$ cat src/rtl/gp_pkg.sv
package gp_pkg;
  localparam int STAGE_W     = 8;
  localparam int NARROW_BTNS = 8;
  localparam int WIDE_BTNS   = 12;
  localparam int SYNC_STAGES = 2;
  localparam int IDX_SELECT  = 2;
  localparam int IDX_START   = 3;
endpackage

$ cat src/rtl/gp_sync.sv
module gp_sync #(
  parameter int STAGES = 2
) (
  input  logic clk_i,
  input  logic rst_ni,
  input  logic d_i,
  output logic q_o
);
  logic [STAGES-1:0] pipe_q;

  always_ff @(posedge clk_i or negedge rst_ni) begin
    if (!rst_ni) pipe_q <= '0;
    else         pipe_q <= {pipe_q[STAGES-2:0], d_i};
  end

  assign q_o = pipe_q[STAGES-1];
endmodule

$ cat src/rtl/gp_report_map.sv
module gp_report_map #(
  parameter int WIDE    = 0,
  parameter int REDUCED = 0,
  parameter int BTN_W   = 8,
  parameter int RPT_W   = 8
) (
  input  logic [BTN_W-1:0] btn_i,
  output logic [RPT_W-1:0] rpt_o
);
  always_comb begin
    rpt_o = '0;
    rpt_o[BTN_W-1:0] = btn_i;
    if (REDUCED != 0) begin
      rpt_o[gp_pkg::IDX_SELECT] = 1'b0;
      rpt_o[gp_pkg::IDX_START]  = 1'b0;
    end
  end
endmodule

$ cat src/rtl/gp_stage.sv
module gp_stage #(
  parameter int W = 8
) (
  input  logic         clk_i,
  input  logic         rst_ni,
  input  logic         load_i,
  input  logic         shift_i,
  input  logic [W-1:0] par_i,
  input  logic         ser_i,
  output logic         ser_o
);
  logic [W-1:0] q;

  // reset to empty: all zeros reads as 1 after the output inverter
  always_ff @(posedge clk_i or negedge rst_ni) begin
    if (!rst_ni)      q <= '0;
    else if (load_i)  q <= par_i;
    else if (shift_i) q <= {ser_i, q[W-1:1]};
  end

  assign ser_o = q[0];
endmodule

$ cat src/rtl/gp_serializer.sv
module gp_serializer #(
  parameter int WIDE    = 0,
  parameter int REDUCED = 0,
  localparam int BTN_W  = (WIDE != 0) ? gp_pkg::WIDE_BTNS : gp_pkg::NARROW_BTNS
) (
  input  logic             clk_i,
  input  logic             rst_ni,
  input  logic             latch_i,
  input  logic             sclk_i,
  input  logic [BTN_W-1:0] btn_i,
  output logic             data_o
);
  localparam int N_STAGES = (WIDE != 0) ? 2 : 1;
  localparam int RPT_W    = N_STAGES * gp_pkg::STAGE_W;

  logic latch_s, sclk_s, sclk_d, sclk_rise;
  logic [RPT_W-1:0] rpt;
  logic [N_STAGES:0] chain;

  gp_sync #(.STAGES(gp_pkg::SYNC_STAGES)) u_sync_latch (
    .clk_i(clk_i), .rst_ni(rst_ni), .d_i(latch_i), .q_o(latch_s));

  gp_sync #(.STAGES(gp_pkg::SYNC_STAGES)) u_sync_sclk (
    .clk_i(clk_i), .rst_ni(rst_ni), .d_i(sclk_i), .q_o(sclk_s));

  always_ff @(posedge clk_i or negedge rst_ni) begin
    if (!rst_ni) sclk_d <= 1'b0;
    else         sclk_d <= sclk_s;
  end

  assign sclk_rise = sclk_s & ~sclk_d;

  gp_report_map #(.WIDE(WIDE), .REDUCED(REDUCED), .BTN_W(BTN_W), .RPT_W(RPT_W)) u_map (
    .btn_i(btn_i), .rpt_o(rpt));

  // tail of chain tied low
  assign chain[N_STAGES] = 1'b0;

  for (genvar s = 0; s < N_STAGES; s++) begin : g_stage
    gp_stage #(.W(gp_pkg::STAGE_W)) u_stage (
      .clk_i  (clk_i),
      .rst_ni (rst_ni),
      .load_i (latch_s),
      .shift_i(sclk_rise),
      .par_i  (~rpt[s*gp_pkg::STAGE_W +: gp_pkg::STAGE_W]),
      .ser_i  (chain[s+1]),
      .ser_o  (chain[s])
    );
  end

  assign data_o = ~chain[0];
endmodule

$ cat config.mk
export PLATFORM = sky130hd
export DESIGN_NAME = gp_serializer
export DESIGN_NICKNAME = d
export VERILOG_FILES = /design/src/rtl/gp_pkg.sv /design/src/rtl/gp_sync.sv /design/src/rtl/gp_report_map.sv /design/src/rtl/gp_stage.sv /design/src/rtl/gp_serializer.sv
export SDC_FILE = /design/constraint.sdc
export NUM_CORES = 1
export LEC_CHECK = 0
export BUFFER_PORTS_ARGS = -buffer_cell sky130_fd_sc_hd__buf_2
export CORE_AREA = 2 2 39 41
export CTS_BUF_LIST = sky130_fd_sc_hd__clkbuf_8
export DETAILED_ROUTE_END_ITERATION = 16
export DIE_AREA = 0 0 41 43
export MAX_ROUTING_LAYER = met4
export PLACE_DENSITY = 0.69
export SETUP_SLACK_MARGIN = 0.5
export SLEW_MARGIN = 40
export SYNTH_ARGS = -nofsm -noshare
export SYNTH_HDL_FRONTEND = slang
export SYNTH_SLANG_ARGS = --single-unit
export TNS_END_PERCENT = 5
$ cat constraint.sdc
create_clock -name clk_i -period 1.3 [get_ports clk_i]
set_clock_uncertainty 0.05 [all_clocks]
set_input_delay 0.26 -clock clk_i [delete_from_list [all_inputs] [get_ports clk_i]]
set_output_delay 0.26 -clock clk_i [all_outputs]
set_load 0.03 [all_outputs]
# Yosys cells after proc, flatten, opt, wreduce, memory -nomap -nowiden
# Cells that the tools add are included.
[word_totals]
register_bits = 13
inputBits = 12
out_inout_bits = 1
word_cells = 11
[classes]
n_mux = 2
bitwise_logic = 4
n_reduce_logical = 1
[op_table]
columns = ["op", "count"]
rows = [
  ["2-to-1 mux 8 bit", 2],
  ["NOT 8 bit", 1],
  ["NOT 1 bit", 2],
  ["nonzero test 2 bit", 1],
  ["bitwise AND 1 bit", 1],
]

# Longest topological paths before layout
[logic_depth]
word_depth = 4
ltp_mapped = 3
depth_no_buf = 2

# Cells and area by module
# Synthesis repeated with hierarchy kept, for this count alone.
[unflattened]
hier_cells = 58
hier_area_um2 = 609.3
[modules_own_cells]
columns = ["mod", "instances", "cells_each", "area_each_um2"]
rows = [
  ["gp_stage", 1, 34, 372.9],
  ["gp_sync", 2, 2, 50.0],
  ["gp_serializer", 1, 12, 76.3],
  ["gp_report_map", 1, 8, 60.1],
]

# Least setup slack after synthesis
# OpenSTA, ideal clock, no wires.
[synth_path]
kind = "register to register"
start = "register u_sync_sclk.pipe_q[1]"
end = "register g_stage[0].u_stage.q[0]"
setup_ns = 0.101
arrival_ns = 0.891
required_time_ns = 1.149
path_slack_ns = 0.258
stages_incl_launch_ff = 4
path_buffers = 1
path_cell_list = "dfrtp_1 -> nor2b_4 -> buf_6 -> o311ai_2"
[synth_via]
elab_chain_len = 2
[synth_lines]
columns = ["item", "line_no", "text"]
rows = [
  ["from (decl)", "gp_sync.sv:9", "logic [STAGES-1:0] pipe_q;"],
  ["from (signal assigned)", "gp_sync.sv:13", "else pipe_q <= {pipe_q[STAGES-2:0], d_i};"],
  ["bitwise AND 1 bit", "gp_serializer.sv:31", "assign sclk_rise = sclk_s & ~sclk_d;"],
  ["nonzero test 2 bit (no line)", "n/a", ""],
  ["to (signal assigned)", "gp_stage.sv:17", "else if (load_i) q <= par_i;"],
  ["to (signal assigned)", "gp_stage.sv:18", "else if (shift_i) q <= {ser_i, q[W-1:1]};"],
  ["to (decl)", "gp_stage.sv:12", "logic [W-1:0] q;"],
]
# No other way between the ends.
# A chain may end at the register's enable or synchronous reset.

# Worst setup path after layout
[layout_path]
start = "register g_stage[0].u_stage.q[0]"
end = "output port data_o"
[layout_via]
elab_chain_len = 1
[layout_lines]
columns = ["item", "line_no", "text"]
rows = [
  ["NOT 1 bit", "gp_serializer.sv:51", "assign data_o = ~chain[0];"],
  ["to (decl)", "gp_serializer.sv:11", "output logic data_o"],
]
# No other way between the ends.

==> impl_metrics.ini <==
[outcome]
status = finished clean

[timing]
hold_viol = 0
fin_crit_ns = 1.10
fmax_mhz = 911
setup_ws_ns = 0.202
fin_setup_tns_ns = 0
maxSlewViolCount = 0
whs_ns = 0.0745
tightest_slew_ns = 0.301
slew_headroom_pct = 80.0
min_period_over_period_pct = 84.5
setup_viol = 0
grt_setup_unrepaired = true

[layout]
drive_gt1_share_pct = 52.5
fillers = 120
num_antenna_cells = 0
final_nets = 74
syn_to_final_growth_pct = 26.8
final_cell_mix = dfrtp_1, buf_2, nand2b_1, nand4bb_1, o221ai_2

[synth]
synth_cells = 41
seq_area_frac_synth_pct = 53.6
synthesis.nets = 53
synth.avg_cell_area_um2 = 14.8
yosysWarnings = 0
synth_cell_type_count = 11
syn_area_um2 = 607
synth-seq-cells = 13

[route]
vias = 413
dr.pass1.iters = 4
vias_per_cell = 5.36
drtIter0Drc = 11
drc = 0
routedWlPerCell_um = 14.1
routed_wl_mm = 1.09
postRouteAntennaNets = 0

[setup_path]
crit_family = flip-flops
reg2reg_from = sclk_d
slowest_stage = dfrtp_1
crit_type = flop to output pin
r2r_end = g_stage[0].u_stage.q[1]
cp.depth = 2
cp-startpoint = g_stage[0].u_stage.q[0]
worstPathArrival_ns = 0.79
cp-end-kind = output pin
cp_num_buf_inv = 2
crit_end = data_o
regToRegSetupSlack_ns = 0.28
start_kind = flop
max_stage_delay_ns = 0.37
cp_cell_sequence = inv_2, buf_6
reg2regPathDepth = 3
worstPathRequired_ns = 0.99
cp_max_fo = 2

[clock_tree]
cts_root_buffer = clkbuf_8
cts_tree = yes
clk_latency_ns = 0.24
cts.clk_slew.worst_paths_ns = 0.05
cts.path.max_buffers = 2
cts_buffers = 3
htree_levels = 1
cts.sink_count = 13

[grt]
grt_pass1_vias = 436
antenna_found_initial = 0
grt.total_usage_pct = 16.3
grt_max_degree = 18
grt_pass1_wl_mm = 1.83
grt.overflow.total = 0

[floorplanning]
start_util_pct = 43.9
die_w_um = 41
core_um2 = 1380
num_io_pins = 13
fp-row-count = 14
die_h_um = 43
dieArea_um2 = 1760

[placed_design]
port_buffers = 12
place_congestion = 0.650
hpwlAfterDp_um = 732
place_ws_ns = 0.162

[run]
max_cap_violations = 0

[pwr]
powerDensity_nw_per_um2 = 1230
p_leak_uw = 0.000326
peakVddDrop_uv = 659

[hold_path]
hold_path_class = primary input to flop
==> sequential cells by signal (all words and copies together) (netlist names) <==
name	flops
g_stage.u_stage.q	8
sclk_d	1
u_sync_latch.pipe_q	2
u_sync_sclk.pipe_q	2
==> cells in the mapped netlist (all sizes together) <==
master   instances  share of area [%]
buf              2                3.1
o311ai           1                2.7
nor2b            1                2.3
o221ai           6                 15
inv              2                1.2
dfrtp           13                 54
nand4bb          7                 13
o22ai            1                1.0
nand2b           8                8.2
==> per-stage QoR <==
stage	cell area [um^2]	power, uW	util (%)	std cells
6_report	769	943	55.6	77
5_1_grt	769	991	55.6	77
4_1_cts	761	963	55.0	76
3_5_place_dp	676	583	48.8	68
3_3_place_gp	676	581	48.8	68
2_1_floorplan	607	541	-	41
==> cells by family (layout without fill, tap and decap cells) <==
| group | count (synthesis) | count (layout) | synth area share, % |
|---|---|---|---|
| AOI/OAI and AO/OA | 8 | 8 | 18.6 |
| and+or+nand+nor | 16 | 16 | 23.5 |
| DFF | 13 | 13 | 53.6 |
| buffers and inverters | 4 | 24 | 4.33 |
==> worst reg2reg max path: stages, from the launching register on <==
cell      delay [ns]
dfrtp_2         0.46
nor2b_4         0.13
buf_4           0.16
o221ai_2        0.10
==> power by group <==
part | internal (uW) | leakage [uW] | switching (uW) | total, uW
clock | 208 | 0.0000269 | 138 | 346
sequential | 439 | 0.000154 | 25.0 | 464
combinational | 74.8 | 0.000145 | 58.5 | 133
==> worst min-delay path by stage <==
stage,to,start,cells past startpoint,slack [ns]
6_report,u_sync_latch.pipe_q[0],latch_i,1,0.07
2_1_floorplan,g_stage[0].u_stage.q[0],rst_ni,0,-0.09
5_1_grt,u_sync_sclk.pipe_q[0],sclk_i,1,0.07
4_1_cts,u_sync_latch.pipe_q[0],latch_i,1,0.07
3_5_place_dp,g_stage[0].u_stage.q[7],rst_ni,1,0.11
3_3_place_gp,sclk_d,rst_ni,1,0.11
==> metal layers <==
| layer | up-vias | global-route usage (%) | share of wire, % |
|---|---|---|---|
| met5 | - | - | 0 |
| met4 | 0 | 10.0 | 0.64 |
| met3 | 2 | 3.14 | 4.3 |
| met2 | 9 | 22.8 | 48 |
| met1 | 203 | 21.0 | 47 |
| li1 | 199 | - | - |
==> layout make-up <==
class	instances	area [um^2]	area share [%]
clock buffer	3	41.3	5.37
clock inverter	1	3.75	0.488
inverter	2	7.51	0.976
multi-input combinational	24	255	33.2
sequential	13	328	42.6
tap	16	20.0	2.60
timing repair buffer	18	114	14.8
==> what timing repair did <==
action                                 4_1_cts  5_1_grt
buffers inserted                             3        1
gates resized for setup                      4        1
setup endpoints to repair                    9       10
endpoints found under the hold margin       13        0
hold buffers                                 1        0
Power figures use the tool's default switching activity.
